**src/rtl/shl_pkg.sv**
```systemverilog
package shl_pkg;
  typedef struct packed {
    logic carry;
    logic uovf;
    logic sovf;
    logic zero;
    logic sign;
    logic parity;
  } shl_flags_t;
endpackage

```
**src/rtl/shl_barrel.sv**
```systemverilog
module shl_barrel #(
  parameter int W  = 32,
  parameter int CW = $clog2(W)
) (
  input  logic [W-1:0]  data_i,
  input  logic [CW-1:0] count_i,
  output logic [W-1:0]  data_o
);
  logic [W-1:0] stage [CW+1];

  assign stage[0] = data_i;

  for (genvar k = 0; k < CW; k++) begin : g_stage
    assign stage[k+1] = count_i[k] ? (stage[k] << (1 << k)) : stage[k];
  end

  assign data_o = stage[CW];
endmodule

```
**src/rtl/shl_ovf_detect.sv**
```systemverilog
module shl_ovf_detect #(
  parameter int W  = 32,
  parameter int CW = $clog2(W)
) (
  input  logic [W-1:0]  data_i,
  input  logic [CW-1:0] count_i,
  output logic          carry_o,
  output logic          uovf_o,
  output logic          sovf_o
);
  logic [W-1:0]  mask_u;
  logic [W-1:0]  mask_s;
  logic [W-1:0]  top_s;
  logic [CW-1:0] out_idx;

  // top n bits set
  assign mask_u = ~({W{1'b1}} >> count_i);
  // top n+1 bits set
  assign mask_s = W'($signed({1'b1, {(W-1){1'b0}}}) >>> count_i);
  assign top_s  = data_i & mask_s;

  // W is a power of two, so 0-n wraps to W-n
  assign out_idx = '0 - count_i;

  assign carry_o = (count_i != '0) & data_i[out_idx];
  assign uovf_o  = |(data_i & mask_u);
  assign sovf_o  = (top_s != '0) && (top_s != mask_s);
endmodule

```
**src/rtl/shl_flag_gen.sv**
```systemverilog
module shl_flag_gen #(
  parameter int W = 32
) (
  input  logic [W-1:0] res_i,
  output logic         zero_o,
  output logic         sign_o,
  output logic         parity_o
);
  assign zero_o   = ~|res_i;
  assign sign_o   = res_i[W-1];
  assign parity_o = ~^res_i[7:0];
endmodule

```
**src/rtl/shl_ovf_unit.sv**
```systemverilog
module shl_ovf_unit
  import shl_pkg::*;
#(
  parameter int W  = 32,
  parameter int CW = $clog2(W)
) (
  input  logic          clk_i,
  input  logic          rst_ni,
  input  logic          in_valid_i,
  input  logic [W-1:0]  operand_i,
  input  logic [CW-1:0] count_i,
  output logic          out_valid_o,
  output logic [W-1:0]  result_o,
  output logic          carry_o,
  output logic          uovf_o,
  output logic          sovf_o,
  output logic          zero_o,
  output logic          sign_o,
  output logic          parity_o
);
  logic [W-1:0] res_d;
  shl_flags_t   flg_d, flg_q;

  shl_barrel #(.W(W), .CW(CW)) u_barrel (
    .data_i  (operand_i),
    .count_i (count_i),
    .data_o  (res_d)
  );

  shl_ovf_detect #(.W(W), .CW(CW)) u_ovf (
    .data_i  (operand_i),
    .count_i (count_i),
    .carry_o (flg_d.carry),
    .uovf_o  (flg_d.uovf),
    .sovf_o  (flg_d.sovf)
  );

  shl_flag_gen #(.W(W)) u_flags (
    .res_i    (res_d),
    .zero_o   (flg_d.zero),
    .sign_o   (flg_d.sign),
    .parity_o (flg_d.parity)
  );

  always_ff @(posedge clk_i or negedge rst_ni) begin
    if (!rst_ni) begin
      out_valid_o <= 1'b0;
      result_o    <= '0;
      flg_q       <= '0;
    end else begin
      out_valid_o <= in_valid_i;
      if (in_valid_i) begin
        result_o <= res_d;
        flg_q    <= flg_d;
      end
    end
  end

  assign carry_o  = flg_q.carry;
  assign uovf_o   = flg_q.uovf;
  assign sovf_o   = flg_q.sovf;
  assign zero_o   = flg_q.zero;
  assign sign_o   = flg_q.sign;
  assign parity_o = flg_q.parity;
endmodule

```
**config.mk**
```make
export PLATFORM = sky130hd
export DESIGN_NAME = shl_ovf_unit
export DESIGN_NICKNAME = d
export VERILOG_FILES = /design/src/rtl/shl_pkg.sv /design/src/rtl/shl_barrel.sv /design/src/rtl/shl_ovf_detect.sv /design/src/rtl/shl_flag_gen.sv /design/src/rtl/shl_ovf_unit.sv
export SDC_FILE = /design/constraint.sdc
export NUM_CORES = 1
export LEC_CHECK = 0
export BUFFER_PORTS_ARGS = -buffer_cell sky130_fd_sc_hd__clkbuf_2
export CAP_MARGIN = 20
export CORE_UTILIZATION = 35
export DETAILED_ROUTE_END_ITERATION = 10
export PLACE_DENSITY = 0.58
export SLEW_MARGIN = 20
export SYNTH_ARGS = -nofsm -noshare
export SYNTH_HDL_FRONTEND = slang
export SYNTH_HIERARCHICAL = 1
export SYNTH_SLANG_ARGS = --single-unit
```
**constraint.sdc**
```tcl
create_clock -name clk_i -period 0.8 [get_ports clk_i]
set_input_delay 0.12 -clock clk_i [delete_from_list [all_inputs] [get_ports clk_i]]
set_output_delay 0.12 -clock clk_i [all_outputs]
set_load 0.02 [all_outputs]
```
==> reports/metrics.cfg, run 1 <==
[worst_setup_path]
crit_required_ps = 1020
crit_end = zero_o
cp_cell_sequence = clkbuf_16, buf_12, buf_16, mux4_2, mux2_4, a22oi_2, nand2_2, nor4_1, nand3_1, nor2_1, mux2_2
r2r_cells = 2
critPathLaunchType = input pin
crit_slowest_cell = mux4_2
critPathMaxStageDelay_ps = 550
end_kind = flip-flop
crit_start = count_i[0]
r2r_end = result_o[24]
arrival_ps = 2560
r2r_start = result_o[24]
rrSetupSlack_ps = -130
cp_max_fo = 6
path_class = input pin to flip-flop

[route]
drc_errors = 0
vias = 5925
dr.pass1.iters = 5
routedWlPerCell_um = 24.3
drtIter0Drc = 682
antenna_left = 0
vias_per_cell = 6.18
wl_mm = 23.3

[die]
die_w_um = 120
chipHeight_um = 120
io-pin-count = 79
fp.dieArea_sq_um = 14400
core_area_sq_um = 13500
row_count = 42
start_util_pct = 36.3

[sta]
slew_violations = 0
worst_slack_ps = -1540
hold_viol_final = 0
setup_viol = 77
skew_ps = 0
tightest_slew_ps = 669
finalCritPeriodShare_pct = 292
fmax_mhz = 428
fin_hold_ws_ps = 201
period_minus_slack_ps = 2340
rsz0062_at_grt = yes
slew_headroom_pct = 55.3

[outcome]
status = complete, but fails checks
violations = negative setup slack

[clocking]
cts.path.max_buffers = 2
cts_made_buffers = 5
cts_tree = yes
htree_num_levels = 2
clock-root-buffer = clkbuf_16
clk_pin_slew_ps = 60
cts.sinks = 39
insertion_delay_ps = 280

[place]
portBuffers = 78
dpl_cell_area_sq_um = 6990
hpwl_mm = 17.1
pre_cts_ws_ps = -1830
place_congestion = 1.05

[hold_path]
worstHoldPathType = input pin to flip-flop

[yosys]
syn-num-nets = 546
synth_common_cells = dfrtp_1 (39), nor2_1 (36), mux4_2 (34)
yosysTopAreaCellShare_pct = 20.0
synth.most_common_cell = dfrtp_1
ys_seq_area_share_pct = 20.0
synth.avg_cell_area_sq_um = 9.85
synth_largest_area_cell = dfrtp_1
synth.cell_area_sq_um = 4890
synth.area.top_cells = dfrtp_1 (20%), mux4_2 (16%), mux2_2 (7.6%)
yosysWarnings = 6
synth_cells = 496
async_flop_share_pct = 100
synthDistinctLibCells = 64
synth_ff_type = dfrtp_1
synth_edf_count = 0
synth-seq-cells = 39

[power]
finalPower_uw = 10800
ir_drop_uv = 833
cellLeakagePower_uw = 0.00374
cellPowerDensity_nw_per_um2 = 1270

[run]
drv_cap = 0

[global_routing]
grt.overflow.total = 0
grt_pass1_vias = 5883
grt_usage_pct = 32.0
grt_max_degree = 40
antenna_found_initial = 0
grt_first_pass_wirelength_mm = 34.9

[final_layout]
drive_gt1_share_pct = 65.5
area_growth_pct = 74.3
postLayoutCellArea_sq_um = 8510
layout.nets = 832
diodes = 0

sequential cells by signal, indices dropped and copies added (netlist names):
| signal | cells |
|---|---|
| result_o | 32 |
| uovf_o | 1 |
| sovf_o | 1 |
| parity_o | 1 |
| sign_o | 1 |
| carry_o | 1 |
| zero_o | 1 |
| out_valid_o | 1 |
how the worst min path moves through the flow:
stage	to	slack, ps	from	cells after the start
2_1_floorplan	carry_o	-180	rst_ni	0
3_3_place_gp	result_o[17]	100	rst_ni	2
3_5_place_dp	result_o[10]	110	rst_ni	2
4_1_cts	out_valid_o	200	in_valid_i	2
5_1_grt	out_valid_o	210	in_valid_i	2
6_report	out_valid_o	200	in_valid_i	2
layout by cell type, fill, tap and decap left out, drive strengths merged, types with 7 or more instances in the layout:
| cell type | netlist | layout |
|---|---|---|
| a211oi | 15 | 15 |
| a21oi | 33 | 33 |
| a22oi | 11 | 11 |
| buf | 30 | 259 |
| clkbuf | 13 | 67 |
| dfrtp | 39 | 39 |
| ha | 10 | 10 |
| inv | 17 | 17 |
| mux2 | 53 | 53 |
| mux2i | 10 | 10 |
| mux4 | 43 | 43 |
| nand2 | 28 | 28 |
| nand2b | 7 | 7 |
| nand3 | 13 | 13 |
| nor2 | 36 | 36 |
| nor2b | 7 | 7 |
| nor3 | 11 | 11 |
| nor4 | 8 | 8 |
| o21ai | 31 | 31 |
| o22ai | 8 | 8 |
timing repair:
action,CTS,global route
hold endpoints to repair,39,0
gates cloned,2,1
gates resized for setup,143,97
hold buffers,1,0
buffers inserted,36,11
pin swaps,20,33
setup endpoints to repair,77,77
metrics by stage:
stage	util [%]	cells	setup TNS, ps
after global routing	63.3	959	-45890
after detailed placement	51.9	908	-53150
after floorplan	-	496	-33780
after CTS	60.3	951	-42950
final	63.3	959	-43950
after global placement	51.9	908	-52510
critical path: cells and delay by family:
kind / cells / cell delay, ps
mux: 3 / 1050
simple gates: 4 / 800
buf+inv: 3 / 370
compound gates: 1 / 200
area by class of cell:
class | instances | area (sq um)
Inverter | 19 | 91.3
Timing Repair Buffer | 322 | 2880
Clock buffer | 5 | 125
Multi-Input combinational cell | 395 | 4170
Fill cell | 1034 | 4940
Clock inverter | 3 | 43.8
Sequential cell | 39 | 977
Tap cell | 176 | 220
per-layer routing:
layer	GRT usage, %	wire (um)	vias to the layer above
met2	48.7	10500	397
met3	5.66	2440	66
met1	45.7	9610	2926
met5	0	0	-
li1	-	-	2536
met4	9.61	726	0
report_power, final:
part	internal (uW)	switching, uW
logic	3310	2800
clock network	1470	788
registers	2230	217
logic make-up after synthesis:
family                     Yosys count  synth area share [%]
muxes                              106                  36.3
DFF                                 39                  20.0
xor gates and xnor gates             4                 0.717
AOI/OAI and AO/OA                  144                  19.6
and+or+nand+nor                    131                  13.6
buffers and inverters               62                  7.17
adders and majority gates           10                  2.56
Note: power is estimated with default switching activity, not from simulation.
==> run 2, diff against run 1 <==
--- a/config.mk
+++ b/config.mk
@@ -8,6 +8,7 @@
 export BUFFER_PORTS_ARGS = -buffer_cell sky130_fd_sc_hd__clkbuf_2
 export CAP_MARGIN = 20
 export CORE_UTILIZATION = 35
+export CTS_BUF_LIST = sky130_fd_sc_hd__clkbuf_4 sky130_fd_sc_hd__clkbuf_8
 export DETAILED_ROUTE_END_ITERATION = 10
 export PLACE_DENSITY = 0.58
 export SLEW_MARGIN = 20
==> constraint.sdc (replaced) <==
create_clock -name clk_i -period 0.8 [get_ports clk_i]
set_input_delay 0.16 -clock clk_i [delete_from_list [all_inputs] [get_ports clk_i]]
set_output_delay 0.16 -clock clk_i [all_outputs]
set_load 0.02 [all_outputs]
==> reports/metrics.cfg, run 2 (synthesized netlist as in run 1, its figures left out) <==
[outcome]
status = complete, but fails checks
violations = negative setup slack

[worst_setup_path]
path_class = input pin to flip-flop
cp_max_fo = 9
critPathLaunchType = input pin
rrSetupSlack_ps = -130
critPathMaxStageDelay_ps = 550
path_delay_family = multiplexers
crit_required_ps = 1040
cpMostUsedCell = mux2_4
cp_cell_sequence = clkbuf_16, buf_16, mux4_2, mux2_4, mux2i_4, o21ai_2, nor4_2, nand3_1, nor2_1, mux2_4
critPathBufInv = 2
end_kind = flip-flop
crit_slowest_cell = mux4_2
arrival_ps = 2440

[route]
vias = 5783
wl_mm = 22.2
routedWlPerCell_um = 23.1
vias_per_cell = 6.03
drtIter0Drc = 714
antenna_left = 0
dr.pass1.iters = 5
drc_errors = 0

[clocking]
cts_tree = yes
insertion_delay_ps = 290
cts_made_buffers = 5
cts.path.max_buffers = 2
cts.sinks = 39
htree_num_levels = 2
clock-root-buffer = clkbuf_8
clk_pin_slew_ps = 80

[sta]
skew_ps = 0
slew_headroom_pct = 55.7
worst_slack_ps = -1400
finalCritPeriodShare_pct = 275
rsz0062_at_grt = yes
period_minus_slack_ps = 2200
tightest_slew_ps = 663
setup_viol = 77
hold_viol_final = 0
slew_violations = 0
fmax_mhz = 455

[power]
cellLeakagePower_uw = 0.00368
p_sw_uw = 3660
ir_drop_uv = 719
p_sw_share_pct = 36.4
p_int_uw = 6390
cellPowerDensity_nw_per_um2 = 1200
p_clk_share_pct = 16.6
p_comb_share_pct = 59.2
p_seq_share_pct = 24.1

[global_routing]
grt.overflow.total = 0
grt_max_degree = 42
grt_usage_pct = 30.4
grt_first_pass_wirelength_mm = 33.4
grt_pass1_vias = 5731
antenna_found_initial = 0

[die]
core_area_sq_um = 13500
die_w_um = 120
chipHeight_um = 120
io-pin-count = 79
start_util_pct = 36.3
row_count = 42
fp.dieArea_sq_um = 14400

[final_layout]
area_growth_pct = 71.7
seq_area_sq_um = 977
final_cell_mix = buf_4 (210), mux2_4 (44), mux4_2 (43)
final_common_cell = buf_4
multi_input_area_sq_um = 4160
n_fill_cell = 1085
largest_reg_flops = 32
diodes = 0
largest_register = result_o
postLayoutCellArea_sq_um = 8390
layout.nets = 832
drive_gt1_share_pct = 65.8

[hold_path]
worstHoldPathType = input pin to asynchronous set/reset pin

[place]
place_congestion = 1.07
pre_cts_ws_ps = -1970
dpl_cell_area_sq_um = 6900
portBuffers = 78
hpwl_mm = 16.7

[run]
drv_cap = 0

-- run 2: cell types whose count changed in the layout (fill, tap and decap cells not counted), moves of 4 or more --
| cell | change |
|---|---|
| clkbuf_8 | +4 |
| a21oi_1 | -4 |
| nand2_2 | -4 |
| nand2_1 | +6 |
| buf_4 | +9 |
| buf_6 | -8 |
| clkbuf_16 | -5 |
-- run 2: path summary, 6_finish.rpt --
path                              start            to  cells past startpoint
max                          count_i[0]        zero_o                     10
min                              rst_ni  result_o[17]                      2
max reg2reg                result_o[25]  result_o[25]                      2
min reg2reg                    parity_o      parity_o                      1
max in group asynchronous        rst_ni   result_o[1]                      3
min in group clk_i           in_valid_i   out_valid_o                      2
-- run 2: what timing repair did --
| action | in CTS | in global routing |
|---|---|---|
| gates resized for setup | 111 | 118 |
| hold endpoints to repair | 39 | 0 |
| endpoints found under the setup margin | 77 | 77 |
| hold buffers | 1 | 0 |
| buffers inserted | 42 | 18 |
| pin swaps | 12 | 26 |
| gates cloned | 0 | 1 |
-- run 2: metrics by stage --
step | total power [uW] | TNS (ps) | cells | utilization, % | hold slack (ps)
6_report | 10100 | -47190 | 959 | 62.4 | 251
5_1_grt | 10500 | -49700 | 959 | 62.4 | 260
4_1_cts | 9450 | -46710 | 944 | 58.4 | 236
3_5_place_dp | 7000 | -56090 | 894 | 51.3 | 19.2
3_3_place_gp | 6950 | -55210 | 894 | 51.3 | 10.9
2_1_floorplan | 4940 | -35300 | 496 | - | -136
-- run 2: area by class of cell --
type	instances	share of cell area (%)
well taps	176	2.63
inverters	19	1.09
flip-flops and latches	39	11.6
multi-input cells	395	49.6
clock inverters	3	0.522
clock buffers	5	0.820
repair buffers	322	33.7
-- run 2: power groups by stage --
stage	sequential [uW]	combinational, uW	clock [uW]
2_1_floorplan	2710	2230	0
4_1_cts	2400	5340	1710
3_3_place_gp	2410	4540	0
5_1_grt	2450	6250	1790
3_5_place_dp	2440	4560	0
6_report	2430	5950	1670
-- run 2: per-layer routing --
layer | routed length, um | track usage, %
met1 | 9550 | 43.8
met2 | 10100 | 46.6
met5 | 0 | 0
met3 | 1880 | 5.09
met4 | 622 | 8.13
==> run 3, diff against run 2 <==
--- a/config.mk
+++ b/config.mk
@@ -11,6 +11,7 @@
 export CTS_BUF_LIST = sky130_fd_sc_hd__clkbuf_4 sky130_fd_sc_hd__clkbuf_8
 export DETAILED_ROUTE_END_ITERATION = 10
 export PLACE_DENSITY = 0.58
+export SKIP_LAST_GASP = 1
 export SLEW_MARGIN = 20
 export SYNTH_ARGS = -nofsm -noshare
 export SYNTH_HDL_FRONTEND = slang
==> reports/metrics.cfg, run 3 (synthesized netlist as in run 1, its figures left out) <==
[outcome]
status = complete, but fails checks
violations = negative setup slack

[route]
dr.pass1.iters = 5
met2_length_mm = 10.5
met3_length_mm = 2.09
vias = 5844
m1WireLength_mm = 9.66
drc_errors = 0
highest_layer = met4
vias_per_cell = 6.07
drtIter0Drc = 661
antenna_left = 0
routedWlPerCell_um = 23.7
wl_mm = 22.8

[final_layout]
diodes = 0
postLayoutCellArea_sq_um = 8440
layout.cells.non_filler = 962
largest_register = result_o
final_common_cell = buf_4
finish.utilization_pct = 62.7
drive_gt1_share_pct = 65.3
largest_reg_flops = 32
layout.nets = 835
final_cell_mix = buf_4 (213), mux4_2 (43), mux2_4 (41)
area_growth_pct = 72.7
n_fill_cell = 1087

[sta]
fin_setup_tns_ps = -47070
setup_viol = 77
worst_slack_ps = -1390
hold_viol_final = 0
slew_violations = 0
slew_headroom_pct = 58.4
tightest_slew_ps = 623
skew_ps = 0
fmax_mhz = 457
rsz0062_at_grt = yes
period_minus_slack_ps = 2190
finalCritPeriodShare_pct = 274

[power]
cellLeakagePower_uw = 0.00370
ir_drop_uv = 710
finalPower_uw = 10100
cellPowerDensity_nw_per_um2 = 1200

[worst_setup_path]
critPathMaxStageDelay_ps = 570
r2r_end = result_o[25]
cpMostUsedCell = mux2_4
path_delay_family = multiplexers
end_kind = flip-flop
arrival_ps = 2430
r2r_cells = 2
critPathLaunchType = input pin
cp_max_fo = 9
path_class = input pin to flip-flop
rrSetupSlack_ps = -140
r2r_start = result_o[25]
critPathBufInv = 2
crit_required_ps = 1040
cp_cell_sequence = clkbuf_16, buf_16, mux4_2, mux2_4, mux2i_4, o21ai_2, nor4_2, nand3_1, nor2_1, mux2_4
crit_slowest_cell = mux4_2

[clocking]
clk_pin_slew_ps = 80
htree_num_levels = 2
cts_made_buffers = 5
insertion_delay_ps = 290
clock-root-buffer = clkbuf_8
cts.path.max_buffers = 2
cts.sinks = 39
cts_tree = yes

[die]
core_area_sq_um = 13500
start_util_pct = 36.3
io-pin-count = 79
die_w_um = 120
row_count = 42
chipHeight_um = 120
fp.dieArea_sq_um = 14400

[global_routing]
grt_first_pass_wirelength_mm = 33.3
grt_pass1_vias = 5729
antenna_found_initial = 0
grt_usage_pct = 30.3
grt.overflow.total = 0
grt_max_degree = 42

[place]
place_congestion = 1.07
hpwl_mm = 16.7
portBuffers = 78
dpl_cell_area_sq_um = 6900
dp.cells = 894

[hold_path]
worstHoldPathType = input pin to asynchronous set/reset pin

[run]
drv_cap = 0

==> run 3: worst max path at each step <==
stage | start | end | slack (ps) | depth (start not counted)
floorplan | count_i[0] | carry_o | -1350 | 9
global placement | count_i[0] | zero_o | -1970 | 10
detailed placement | count_i[0] | zero_o | -1970 | 10
CTS | count_i[1] | sovf_o | -1390 | 14
global route | count_i[0] | zero_o | -1470 | 10
finish | count_i[0] | zero_o | -1390 | 10
==> run 3: layer usage <==
| metal | global-route usage, % | vias up |
|---|---|---|
| met5 | 0 | - |
| met4 | 7.58 | 0 |
| met3 | 5.09 | 43 |
| met2 | 46.3 | 391 |
| met1 | 44.1 | 2872 |
| li1 | - | 2538 |
==> run 3: report_power, final <==
group          total, uW  leakage, uW  internal, uW  switching, uW
registers           2420     0.000487          2230            196
clock network       1680    0.0000581           929            752
logic               6000      0.00316          3250           2750
total              10100      0.00370          6400           3700
==> run 3: metrics by stage <==
step / setup slack (ps) / hold WS (ps)
after global placement: -1970 / 10.9
after detailed placement: -1970 / 19.2
final: -1390 / 249
after CTS: -1390 / 236
after global routing: -1470 / 258
after floorplan: -1350 / -136
==> run 3: worst register-to-register path: stages, from the launching register on <==
cell	delay (ps)
dfrtp_1	410
buf_4	140
mux2_4	270
==> run 3: layout make-up <==
class | instances | area [sq um] | share of cell area, %
multi-input cells | 395 | 4150 | 49.2
inverters | 19 | 104 | 1.23
clock buffers | 5 | 68.8 | 0.815
repair buffers | 325 | 2870 | 34.0
well taps | 176 | 220 | 2.61
flip-flops and latches | 39 | 977 | 11.6
clock inverters | 3 | 43.8 | 0.519
==> run 3: repair_timing <==
item | in CTS | in global routing
pin swaps | 12 | 35
buffers inserted | 42 | 20
cloned | 0 | 3
hold endpoints to repair | 39 | 0
hold buffers | 1 | 0
resized for setup | 97 | 130
setup endpoints to repair | 77 | 77
